### src/rtl/tsq_pkg.sv
package tsq_pkg;
  localparam int unsigned TSQ_DEPTH = 3;
  localparam int unsigned TSQ_TOK_W = 4;

  function automatic int unsigned ptr_width(input int unsigned depth);
    return (depth < 2) ? 1 : $clog2(depth);
  endfunction
endpackage

### src/rtl/tsq_ptr.sv
module tsq_ptr #(
  parameter int unsigned DEPTH = tsq_pkg::TSQ_DEPTH,
  localparam int unsigned PW = tsq_pkg::ptr_width(DEPTH)
) (
  input  logic          clk,
  input  logic          rst_n,
  input  logic          clr,
  input  logic          adv,
  output logic [PW-1:0] ptr
);
  localparam logic [PW-1:0] LAST = PW'(DEPTH - 1);

  logic [PW-1:0] ptr_q;

  always_ff @(posedge clk) begin
    if (!rst_n || clr) begin
      ptr_q <= '0;
    end else if (adv) begin
      ptr_q <= (ptr_q == LAST) ? '0 : ptr_q + 1'b1;
    end
  end

  assign ptr = ptr_q;
endmodule

### src/rtl/tsq_store.sv
module tsq_store #(
  parameter int unsigned DEPTH = tsq_pkg::TSQ_DEPTH,
  parameter int unsigned TOK_W = tsq_pkg::TSQ_TOK_W,
  localparam int unsigned PW = tsq_pkg::ptr_width(DEPTH)
) (
  input  logic             clk,
  input  logic             we,
  input  logic [PW-1:0]    wr_ptr,
  input  logic [TOK_W-1:0] wr_data,
  input  logic [PW-1:0]    rd_ptr,
  output logic [TOK_W-1:0] rd_data
);
  logic [TOK_W-1:0] slot_q [DEPTH];

  for (genvar i = 0; i < DEPTH; i++) begin : g_slot
    always_ff @(posedge clk) begin
      if (we && (wr_ptr == PW'(i))) begin
        slot_q[i] <= wr_data;
      end
    end
  end

  always_comb begin
    rd_data = slot_q[0];
    for (int j = 0; j < DEPTH; j++) begin
      if (rd_ptr == PW'(j)) rd_data = slot_q[j];
    end
  end
endmodule

### src/rtl/tsq_occ.sv
module tsq_occ #(
  parameter int unsigned DEPTH = tsq_pkg::TSQ_DEPTH,
  localparam int unsigned CW = $clog2(DEPTH + 1)
) (
  input  logic          clk,
  input  logic          rst_n,
  input  logic          clr,
  input  logic          inc,
  input  logic          dec,
  output logic [CW-1:0] count,
  output logic          is_empty
);
  logic [CW-1:0] cnt_q;

  always_ff @(posedge clk) begin
    if (!rst_n || clr) begin
      cnt_q <= '0;
    end else begin
      case ({inc, dec})
        2'b10:   cnt_q <= cnt_q + 1'b1;
        2'b01:   cnt_q <= cnt_q - 1'b1;
        default: cnt_q <= cnt_q;
      endcase
    end
  end

  assign count    = cnt_q;
  assign is_empty = (cnt_q == '0);
endmodule

### src/rtl/tok_sync_queue.sv
module tok_sync_queue #(
  parameter int unsigned DEPTH = tsq_pkg::TSQ_DEPTH,
  parameter int unsigned TOK_W = tsq_pkg::TSQ_TOK_W
) (
  input  logic             clk,
  input  logic             rst_n,
  input  logic             push_valid,
  input  logic [TOK_W-1:0] push_data,
  input  logic             pop,
  input  logic             flush,
  output logic             empty,
  output logic [TOK_W-1:0] head_data
);
  localparam int unsigned PW = tsq_pkg::ptr_width(DEPTH);
  localparam int unsigned CW = $clog2(DEPTH + 1);

  logic          push_eff;
  logic          pop_eff;
  logic [PW-1:0] wr_ptr;
  logic [PW-1:0] rd_ptr;
  logic [CW-1:0] occ_q;
  logic          occ_empty;

  // flush wins over both ends; a pop is only honoured on a held token
  assign push_eff = push_valid && !flush;
  assign pop_eff  = pop && !occ_empty && !flush;

  tsq_ptr #(.DEPTH(DEPTH)) u_wr_ptr (
    .clk(clk), .rst_n(rst_n), .clr(flush), .adv(push_eff), .ptr(wr_ptr)
  );

  tsq_ptr #(.DEPTH(DEPTH)) u_rd_ptr (
    .clk(clk), .rst_n(rst_n), .clr(flush), .adv(pop_eff), .ptr(rd_ptr)
  );

  tsq_store #(.DEPTH(DEPTH), .TOK_W(TOK_W)) u_store (
    .clk(clk), .we(push_eff), .wr_ptr(wr_ptr), .wr_data(push_data),
    .rd_ptr(rd_ptr), .rd_data(head_data)
  );

  tsq_occ #(.DEPTH(DEPTH)) u_occ (
    .clk(clk), .rst_n(rst_n), .clr(flush), .inc(push_eff), .dec(pop_eff),
    .count(occ_q), .is_empty(occ_empty)
  );

  assign empty = occ_empty;
endmodule

### config.mk
export PLATFORM = sky130hd
export DESIGN_NAME = tok_sync_queue
export DESIGN_NICKNAME = d
export VERILOG_FILES = /design/src/rtl/tsq_pkg.sv /design/src/rtl/tsq_ptr.sv /design/src/rtl/tsq_store.sv /design/src/rtl/tsq_occ.sv /design/src/rtl/tok_sync_queue.sv
export SDC_FILE = /design/constraint.sdc
export NUM_CORES = 1
export LEC_CHECK = 0
export ABC_AREA = 1
export BUFFER_PORTS_ARGS = -buffer_cell sky130_fd_sc_hd__buf_2
export CORE_MARGIN = 1.5
export CORE_UTILIZATION = 30
export DETAILED_ROUTE_END_ITERATION = 6
export GPL_ROUTABILITY_DRIVEN = 0
export PLACE_DENSITY_LB_ADDON = 0.2
export SETUP_SLACK_MARGIN = 0.4
export SLEW_MARGIN = 0
export SYNTH_ARGS = -nofsm -noshare
export SYNTH_HDL_FRONTEND = slang
export SYNTH_HIERARCHICAL = 1
export SYNTH_SLANG_ARGS = --single-unit
### constraint.sdc
create_clock -name clk -period 2.9 [get_ports clk]
set_clock_uncertainty 0.05 [all_clocks]
set_input_delay 0.29 -clock clk [delete_from_list [all_inputs] [get_ports clk]]
set_output_delay 0.29 -clock clk [all_outputs]
set_load 0.01 [all_outputs]
==> impl_metrics.py, run 1 <==
metrics = {
    "run_status": {
        "status": "completed",
    },
    "clock_network": {
        "cts-root-buf": "clkbuf_4",
        "numClockSinks": 18,
        "htreeDepth": 1,
        "clkLatencyLatePin_ns": 0.29,
        "cts_made_buffers": 3,
        "cts-hold-fix-buffers": 0,
        "cts_max_path_buffers": 2,
        "cts_tree": "yes",
        "post_cts_buffers": 0,
        "cts_resized": 0,
        "cts.clk_slew.worst_paths_ns": 0.11,
    },
    "cells_and_area": {
        "area_growth_pct": 15.6,
        "num-fill-cells": 272,
        "mostFrequentLayoutCells": "25 x nand2_1, 15 x inv_1, 14 x nand3_1",
        "final_common_cell": "nand2_1",
        "drive_gt1_frac": 0.202,
        "diodes": 0,
        "final_cells": 144,
        "layout.nets": 125,
    },
    "timing": {
        "relSlewSlack": 0.611,
        "hold_viol": 0,
        "worst_pin_slew_ns": 0.583,
        "clock.fmax_ghz": 0.577,
        "final.min_clock_period_ns": 1.73,
        "rsz0062_at_grt": "false",
        "finalSetupViolations": 0,
        "tns_ns": 0,
        "drv_slew": 0,
        "period_share": 0.598,
    },
    "die": {
        "die_w_um": 55.5,
        "rows": 18,
        "die_area_um2": 3080,
        "initial_core_util": 0.324,
        "coreArea_um2": 2540,
        "die_h_um": 55.5,
        "ios": 14,
    },
    "synthesis": {
        "synth_nets": 107,
        "synth_cell_types": 14,
        "synth_area_um2": 826,
        "yosysSeqAreaShare": 0.582,
        "synthesis.instances": 97,
        "synth.avg_cell_area_um2": 8.51,
        "ys_warn_count": 6,
        "ys_ff_latch": 18,
    },
    "critical_path": {
        "crit_chain": "inv_2 > nand2_1 > nand3_1 > nand2_1 > buf_2",
        "timing.rr.end": "u_occ/count[1]$_SDFFE_PP0P_",
        "cp.required_ns": 2.56,
        "slowest_delay_ns": 0.55,
        "crit_path_start_kind": "flop",
        "cpMaxStageDelayCell": "dfxtp_1",
        "worst_r2r_path_depth": 8,
        "worstSetupPathType": "flop to primary output",
        "crit_fanout": 9,
        "cpMostUsedCell": "nand2_1",
        "end_kind": "primary output",
        "cp_data_arrival_time_ns": 1.39,
        "timing.rr.start": "u_occ/count[0]$_SDFFE_PP0P_",
        "r2r_slack_ns": 1.43,
    },
    "hold_path": {
        "whs_path_depth": 1,
        "hold_path_end": "u_store/slot_q[0][0]$_DFFE_PP_",
        "min_from": "push_data[0]",
        "hp-class": "primary input to flop",
    },
    "pwr": {
        "p_leak_nw": 0.405,
        "peakVddDrop_mv": 0.183,
        "p_per_area_nw_per_um2": 462,
    },
    "route": {
        "drc": 0,
        "wl_um": 1470,
        "drtAntennaViolNets": 0,
        "dr_total_vias": 643,
        "wl_per_cell_um": 10.2,
        "detail_route.vias_per_cell": 4.47,
        "drtIter0Drc": 13,
        "first_pass_iters": 4,
    },
    "global_route": {
        "grt_max_degree": 11,
        "grt_use_total": 0.113,
        "top_usage_layer": "met2",
        "gr-usage-met3": 0.0211,
        "grt_pass1_vias": 611,
        "grt_pass1_wl_um": 2630,
        "grt.met1_usage": 0.140,
        "antenna_found_initial": 0,
        "overflow": 0,
        "use_met2": 0.170,
    },
    "place": {
        "port_buffers": 13,
        "post-dp-hpwl_um": 1100,
        "placed_cells": 140,
    },
    "job": {
        "max-cap-violations": 0,
    },
}
## per-layer routing
metal	routed length (um)	up-vias
li1	-	341
met1	754	290
met2	653	8
met3	29	4
met4	34	0
met5	0	-
## synthesized netlist by cell type
master,number,share of area
nand2_1,25,0.11
edfxtp_1,12,0.44
nand4_1,1,0.0076
dfxtp_1,6,0.15
xor2_1,1,0.011
nor3b_1,1,0.0091
nor2_2,3,0.023
ha_1,1,0.015
nor2_1,11,0.050
inv_1,15,0.068
a21oi_1,2,0.012
nand3_1,14,0.085
inv_2,4,0.018
nor3_1,1,0.0061
## critical path: cells and delay by family (launching register included)
kind / cells / cell delay, ns
AND/OR/NAND/NOR: 3 / 0.30
flip-flops: 1 / 0.55
buffers and inverters: 2 / 0.25
## report_power, final
part | switching (W) | internal, W | total [W]
logic | 0.0000194 | 0.0000136 | 0.0000330
registers | 0.00000289 | 0.000278 | 0.000281
clock network | 0.0000769 | 0.0000500 | 0.000127
## registers in the layout (all words and copies together) (netlist names)
register and flops:
u_store/slot_q 12, u_occ/count 2, u_rd_ptr/ptr 2, u_wr_ptr/ptr 2
## layout make-up
type | instances | area (um^2) | area share
flip-flops and latches | 18 | 480 | 0.503
multi-input cells | 60 | 274 | 0.287
inverters | 19 | 71.3 | 0.0747
repair buffers | 13 | 65.1 | 0.0682
well taps | 30 | 37.5 | 0.0393
clock buffers | 3 | 22.5 | 0.0236
clock inverters | 1 | 3.75 | 0.00393
## per-stage QoR
| step | total power (W) | setup slack [ns] | instance area, um^2 | hold slack (ns) | utilization |
|---|---|---|---|---|---|
| after floorplan | 0.000306 | 1.46 | 826 | 0.319 | - |
| after global placement | 0.000320 | 1.21 | 928 | 0.443 | 0.365 |
| after detailed placement | 0.000320 | 1.15 | 928 | 0.452 | 0.365 |
| after CTS | 0.000445 | 1.15 | 955 | 0.148 | 0.375 |
| after global routing | 0.000461 | 1.01 | 955 | 0.138 | 0.375 |
| final | 0.000441 | 1.17 | 955 | 0.153 | 0.375 |
## kinds of logic (layout without fill, tap and decap cells)
group	Yosys count	in the layout	share of synthesized area
AND/OR/NAND/NOR	56	56	0.294
buffers and inverters	19	36	0.0864
flip-flops	18	18	0.582
AO/OA/AOI/OAI	2	2	0.0121
adder cells (fa/ha/maj)	1	1	0.0151
XOR/XNOR	1	1	0.0106
## worst max path at each step
stage / startpoint / endpoint / slack (ns) / cells after the start
floorplan: push_valid / u_store/slot_q[0][0]$_DFFE_PP_ / 1.46 / 3
detailed placement: flush / u_store/slot_q[0][2]$_DFFE_PP_ / 1.15 / 3
global placement: flush / u_store/slot_q[0][3]$_DFFE_PP_ / 1.21 / 3
finish: u_rd_ptr/ptr[0]$_SDFFE_PP0P_ / head_data[0] / 1.17 / 5
global route: u_rd_ptr/ptr[0]$_SDFFE_PP0P_ / head_data[1] / 1.01 / 5
CTS: u_rd_ptr/ptr[0]$_SDFFE_PP0P_ / head_data[0] / 1.15 / 5
Note: power is estimated with default switching activity, not from simulation.
==> inputs of run 2 (changes only) <==
==> constraint.sdc (replaced) <==
create_clock -name clk -period 1.5 [get_ports clk]
set_clock_uncertainty 0.05 [all_clocks]
set_input_delay 0.15 -clock clk [delete_from_list [all_inputs] [get_ports clk]]
set_output_delay 0.15 -clock clk [all_outputs]
set_load 0.01 [all_outputs]
==> run 2 against run 1 <==
  * Count of clock-buffer cells in the layout did not move
  * Sequential share of layout area decreased by 8.5 points
  * Sequential power grew 92%
  * Die area unchanged
  * Routed wire length up 16%
  * Register-to-register slack worse by 1.1 ns
  * Core utilization is 9.0 points higher
  * Clock power rose by 86%
  * Power is 96% higher
  * Final cell count up 9.0%
  * Non-clock buffer count up 13
  * Combinational power grew to 2.7 times the previous value
==> impl_metrics.py, run 2 (synthesis results as in run 1) <==
metrics = {
    "global_route": {
        "antenna_found_initial": 0,
        "grt_pass1_wl_um": 2730,
        "overflow": 0,
        "grt_use_total": 0.113,
        "grt_pass1_vias": 663,
        "grt_max_degree": 11,
    },
    "critical_path": {
        "worstSetupPathType": "flop to primary output",
        "cpMaxStageDelayCell": "dfxtp_4",
        "cpLargestDelayFamily": "flip-flops",
        "crit_path_start_kind": "flop",
        "crit_buf_inv": 3,
        "crit_fanout": 4,
        "cp.required_ns": 1.30,
        "end_kind": "primary output",
        "crit_chain": "buf_6 > nand3_2 > nand2_1 > inv_1 > nand2_1 > buf_2",
        "cpMostUsedCell": "nand2_1",
        "slowest_delay_ns": 0.41,
        "cp_data_arrival_time_ns": 1.14,
    },
    "route": {
        "wl_per_cell_um": 10.9,
        "first_pass_iters": 4,
        "dr_total_vias": 687,
        "drtIter0Drc": 13,
        "detail_route.vias_per_cell": 4.38,
        "wl_um": 1710,
        "drtAntennaViolNets": 0,
        "drc": 0,
    },
    "clock_network": {
        "cts.clk_slew.worst_paths_ns": 0.10,
        "cts_max_path_buffers": 2,
        "cts_tree": "yes",
        "cts-hold-fix-buffers": 0,
        "htreeDepth": 1,
        "numClockSinks": 18,
        "clkLatencyLatePin_ns": 0.28,
        "cts-root-buf": "clkbuf_4",
        "cts_made_buffers": 3,
    },
    "cells_and_area": {
        "final_cells": 157,
        "finalInstanceArea_um2": 1180,
        "mostFrequentLayoutCells": "19 x nand2_1, 13 x inv_1, 12 x buf_2, 12 x edfxtp_1, 9 x nor2_1",
        "layout.nets": 138,
        "largest_reg_flops": 12,
        "drive_gt1_frac": 0.472,
        "diodes": 0,
        "area_growth_pct": 43.3,
        "top_register": "u_store/slot_q",
        "final_common_cell": "nand2_1",
    },
    "pwr": {
        "peakVddDrop_mv": 0.432,
        "p_leak_nw": 0.502,
        "p_per_area_nw_per_um2": 729,
    },
    "die": {
        "rows": 18,
        "initial_core_util": 0.324,
        "die_w_um": 55.5,
        "die_area_um2": 3080,
        "coreArea_um2": 2540,
        "die_h_um": 55.5,
        "ios": 14,
    },
    "place": {
        "post-dp-hpwl_um": 1150,
        "preCtsSetupSlack_ns": 0.151,
        "placed_cells": 145,
        "post_dp_cell_area_um2": 1000,
        "port_buffers": 13,
    },
    "timing": {
        "tns_ns": 0,
        "worst_pin_slew_ns": 0.251,
        "rsz0062_at_grt": "true",
        "finalSetupViolations": 0,
        "whs_ns": 0.0111,
        "period_share": 0.892,
        "hold_viol": 0,
        "final.min_clock_period_ns": 1.34,
        "drv_slew": 0,
        "setup_ws_ns": 0.161,
        "clock.fmax_ghz": 0.747,
        "relSlewSlack": 0.832,
    },
    "hold_path": {
        "hp-class": "primary input to flop",
    },
    "job": {
        "max-cap-violations": 0,
    },
    "run_status": {
        "status": "completed",
    },
}
[run 2: cell types whose count changed in the layout (fill, tap and decap cells not counted), sizes merged]
| cell | previous run | this run |
|---|---|---|
| buf | 13 | 26 |
[run 2: timing repair]
| item | 4_1_cts | 5_1_grt |
|---|---|---|
| endpoints found under the setup margin | 7 | 21 |
| pin swaps | 7 | 18 |
| endpoints found under the hold margin | 0 | 0 |
| resized for setup | 14 | 18 |
| setup buffers | 6 | 2 |
[run 2: path summary, 6_finish.rpt]
path,startpoint,slack (ns),to,cells after the start
hold / removal,push_data[1],0.01,u_store/slot_q[0][5]$_DFFE_PP_,1
setup reg to reg,u_occ/count[0]$_SDFFE_PP0P_,0.30,u_occ/count[1]$_SDFFE_PP0P_,8
setup / recovery,u_rd_ptr/ptr[1]$_SDFFE_PP0P_,0.16,head_data[0],6
hold reg to reg,u_wr_ptr/ptr[1]$_SDFFE_PP0P_,0.49,u_wr_ptr/ptr[1]$_SDFFE_PP0P_,2
[run 2: layout make-up]
class                      instances  area, um^2
tap                               30        37.5
multi-input combinational         60         357
fill                             260        1360
clock buffer                       3        22.5
clock inverter                     1        3.75
sequential                        18         495
timing repair buffer              26         191
inverter                          19        76.3
[run 2: power breakdown]
| group | internal (W) | switching [W] |
|---|---|---|
| logic | 0.0000411 | 0.0000467 |
| registers | 0.000533 | 0.00000552 |
| clock network | 0.0000966 | 0.000140 |
| total | 0.000671 | 0.000192 |
[run 2: metrics by stage]
stage          power [W]   util
2_1_floorplan   0.000597      -
3_3_place_gp    0.000628  0.393
3_5_place_dp    0.000629  0.393
4_1_cts         0.000868  0.436
5_1_grt         0.000902  0.465
6_report        0.000863  0.465
[run 2: metal layers]
metal / global-route usage / share of wire / wire length, um
met1: 0.138 / 0.46 / 779
met2: 0.180 / 0.50 / 849
met5: 0 / 0 / 0
met3: 0.0375 / 0.039 / 66
met4: 0.0523 / 0.0082 / 14
==> inputs of run 3 (changes only) <==
--- a/config.mk
+++ b/config.mk
@@ -7,8 +7,11 @@
 export LEC_CHECK = 0
 export ABC_AREA = 1
 export BUFFER_PORTS_ARGS = -buffer_cell sky130_fd_sc_hd__buf_2
+export CELL_PAD_IN_SITES_DETAIL_PLACEMENT = 0
+export CELL_PAD_IN_SITES_GLOBAL_PLACEMENT = 1
 export CORE_MARGIN = 1.5
 export CORE_UTILIZATION = 30
+export CTS_CLUSTER_DIAMETER = 50
 export DETAILED_ROUTE_END_ITERATION = 6
 export GPL_ROUTABILITY_DRIVEN = 0
 export PLACE_DENSITY_LB_ADDON = 0.2
==> run 3 against run 2 <==
  * Routed wire length is 7.0% lower
  * Critical path type unchanged
  * Critical path depth is the same
  * Maximum frequency increased by 3.2%
  * Die area unchanged
  * Largest power group unchanged
  * First-iteration DRC count grew 15%
  * Largest cell class unchanged
  * Critical endpoint is now head_data[1]
  * Global-route usage shrank 0.44 points
  * Count of clock-buffer cells in the layout unchanged
==> impl_metrics.py, run 3 (synthesis results as in run 1) <==
metrics = {
    "critical_path": {
        "cp_data_arrival_time_ns": 1.10,
        "cpMostUsedCell": "nand2_1",
        "crit_fanout": 7,
        "crit_chain": "inv_4 > nand3_1 > nand2_1 > inv_1 > nand2_1 > buf_2",
        "worstSetupPathType": "flop to primary output",
        "cpMaxStageDelayCell": "dfxtp_4",
        "cpLargestDelayFamily": "flip-flops",
        "end_kind": "primary output",
        "crit_path_start_kind": "flop",
        "cp.required_ns": 1.30,
        "crit_buf_inv": 3,
        "slowest_delay_ns": 0.42,
    },
    "cells_and_area": {
        "area_growth_pct": 38.6,
        "drive_gt1_frac": 0.418,
        "largest_reg_flops": 12,
        "final_common_cell": "nand2_1",
        "register_area_um2": 495,
        "top_register": "u_store/slot_q",
        "num-fill-cells": 266,
        "multi_input_area_um2": 368,
        "mostFrequentLayoutCells": "22 x nand2_1, 14 x inv_1, 12 x buf_2, 12 x edfxtp_1, 11 x nand3_1",
        "finalInstanceArea_um2": 1140,
        "diodes": 0,
        "layout.nets": 133,
    },
    "clock_network": {
        "numClockSinks": 18,
        "cts_tree": "yes",
        "clkLatencyLatePin_ns": 0.28,
        "cts_max_path_buffers": 2,
        "cts.clk_slew.worst_paths_ns": 0.10,
        "cts-root-buf": "clkbuf_4",
        "cts_made_buffers": 3,
        "htreeDepth": 1,
    },
    "timing": {
        "finalSetupViolations": 0,
        "whs_ns": 0.0195,
        "tns_ns": 0,
        "clock.fmax_ghz": 0.771,
        "final.min_clock_period_ns": 1.30,
        "rsz0062_at_grt": "true",
        "worst_pin_slew_ns": 0.266,
        "period_share": 0.865,
        "relSlewSlack": 0.822,
        "hold_viol": 0,
        "drv_slew": 0,
    },
    "die": {
        "die_area_um2": 3080,
        "die_w_um": 55.5,
        "coreArea_um2": 2540,
        "die_h_um": 55.5,
        "rows": 18,
        "initial_core_util": 0.324,
        "ios": 14,
    },
    "route": {
        "drtAntennaViolNets": 0,
        "detail_route.vias_per_cell": 4.32,
        "drtIter0Drc": 15,
        "wl_per_cell_um": 10.5,
        "dr_total_vias": 656,
        "first_pass_iters": 4,
        "wl_um": 1590,
        "drc": 0,
    },
    "global_route": {
        "grt_pass1_vias": 629,
        "grt_pass1_wl_um": 2620,
        "overflow": 0,
        "grt_max_degree": 11,
        "antenna_found_initial": 0,
        "grt_use_total": 0.109,
    },
    "place": {
        "port_buffers": 13,
        "post-dp-hpwl_um": 1180,
        "post_dp_cell_area_um2": 970,
    },
    "job": {
        "max-cap-violations": 0,
    },
    "hold_path": {
        "hp-class": "primary input to flop",
    },
    "pwr": {
        "p_per_area_nw_per_um2": 751,
        "peakVddDrop_mv": 0.447,
        "p_leak_nw": 0.470,
    },
    "run_status": {
        "status": "completed",
    },
}
==> run 3: cell count changes in the layout (fill, tap and decap cells not counted), sizes merged <==
cell | previous run | this run
buf | 26 | 20
dlygate4sd3 | 0 | 1
==> run 3: final timing paths <==
| path | cells after the start | from | slack (ns) | end |
|---|---|---|---|---|
| worst max-delay path | 6 | u_rd_ptr/ptr[0]$_SDFFE_PP0P_ | 0.20 | head_data[1] |
| worst min-delay path | 1 | push_data[2] | 0.02 | u_store/slot_q[0][2]$_DFFE_PP_ |
| worst max register to register | 8 | u_occ/count[0]$_SDFFE_PP0P_ | 0.28 | u_occ/count[1]$_SDFFE_PP0P_ |
| worst min register to register | 2 | u_wr_ptr/ptr[1]$_SDFFE_PP0P_ | 0.52 | u_wr_ptr/ptr[1]$_SDFFE_PP0P_ |
==> run 3: power by group <==
group / internal, W / switching [W] / leakage, nW
Clock: 0.0000964 / 0.000134 / 0.0154
Combinational: 0.0000422 / 0.0000469 / 0.293
Sequential: 0.000533 / 0.00000681 / 0.162
Total: 0.000672 / 0.000188 / 0.470
==> run 3: routing by layer <==
metal,vias up,GRT usage,share of wire
met1,289,0.128,0.44
met2,9,0.182,0.51
li1,356,-,-
met4,0,0.0523,0.0075
met3,2,0.0304,0.042
met5,-,0,0
==> run 3: worst register-to-register path, cell delays in order (launching register included) <==
cell and delay [ns]:
dfxtp_4 0.36, nor2_4 0.14, nor2_4 0.06, ha_4 0.28, inv_2 0.04, nand2_1 0.05, nor2_1 0.04, nor2_1 0.08
nor2_1 0.04
==> run 3: timing repair <==
item | in CTS | in global routing
setup endpoints to repair | 19 | 20
endpoints found under the hold margin | 0 | 3
buffers inserted | 5 | 1
hold buffers | 0 | 1
gates resized for setup | 18 | 10
pin swaps | 5 | 10
==> run 3: stage by stage <==
stage	worst slack (ns)	total power [W]	utilization	instances
after global routing	0.107	0.000911	0.450	152
after detailed placement	0.213	0.000629	0.381	141
final	0.203	0.000860	0.450	152
after global placement	0.210	0.000627	0.381	141
after floorplan	0.286	0.000597	-	97
after CTS	0.192	0.000867	0.426	150
==> run 3: final cells by class <==
class                   count  share of cell area
clock inverters             1             0.00328
multi-input cells          60               0.321
repair buffers             21               0.123
well taps                  30              0.0328
clock buffers               3              0.0197
flip-flops and latches     18               0.433
inverters                  19              0.0667
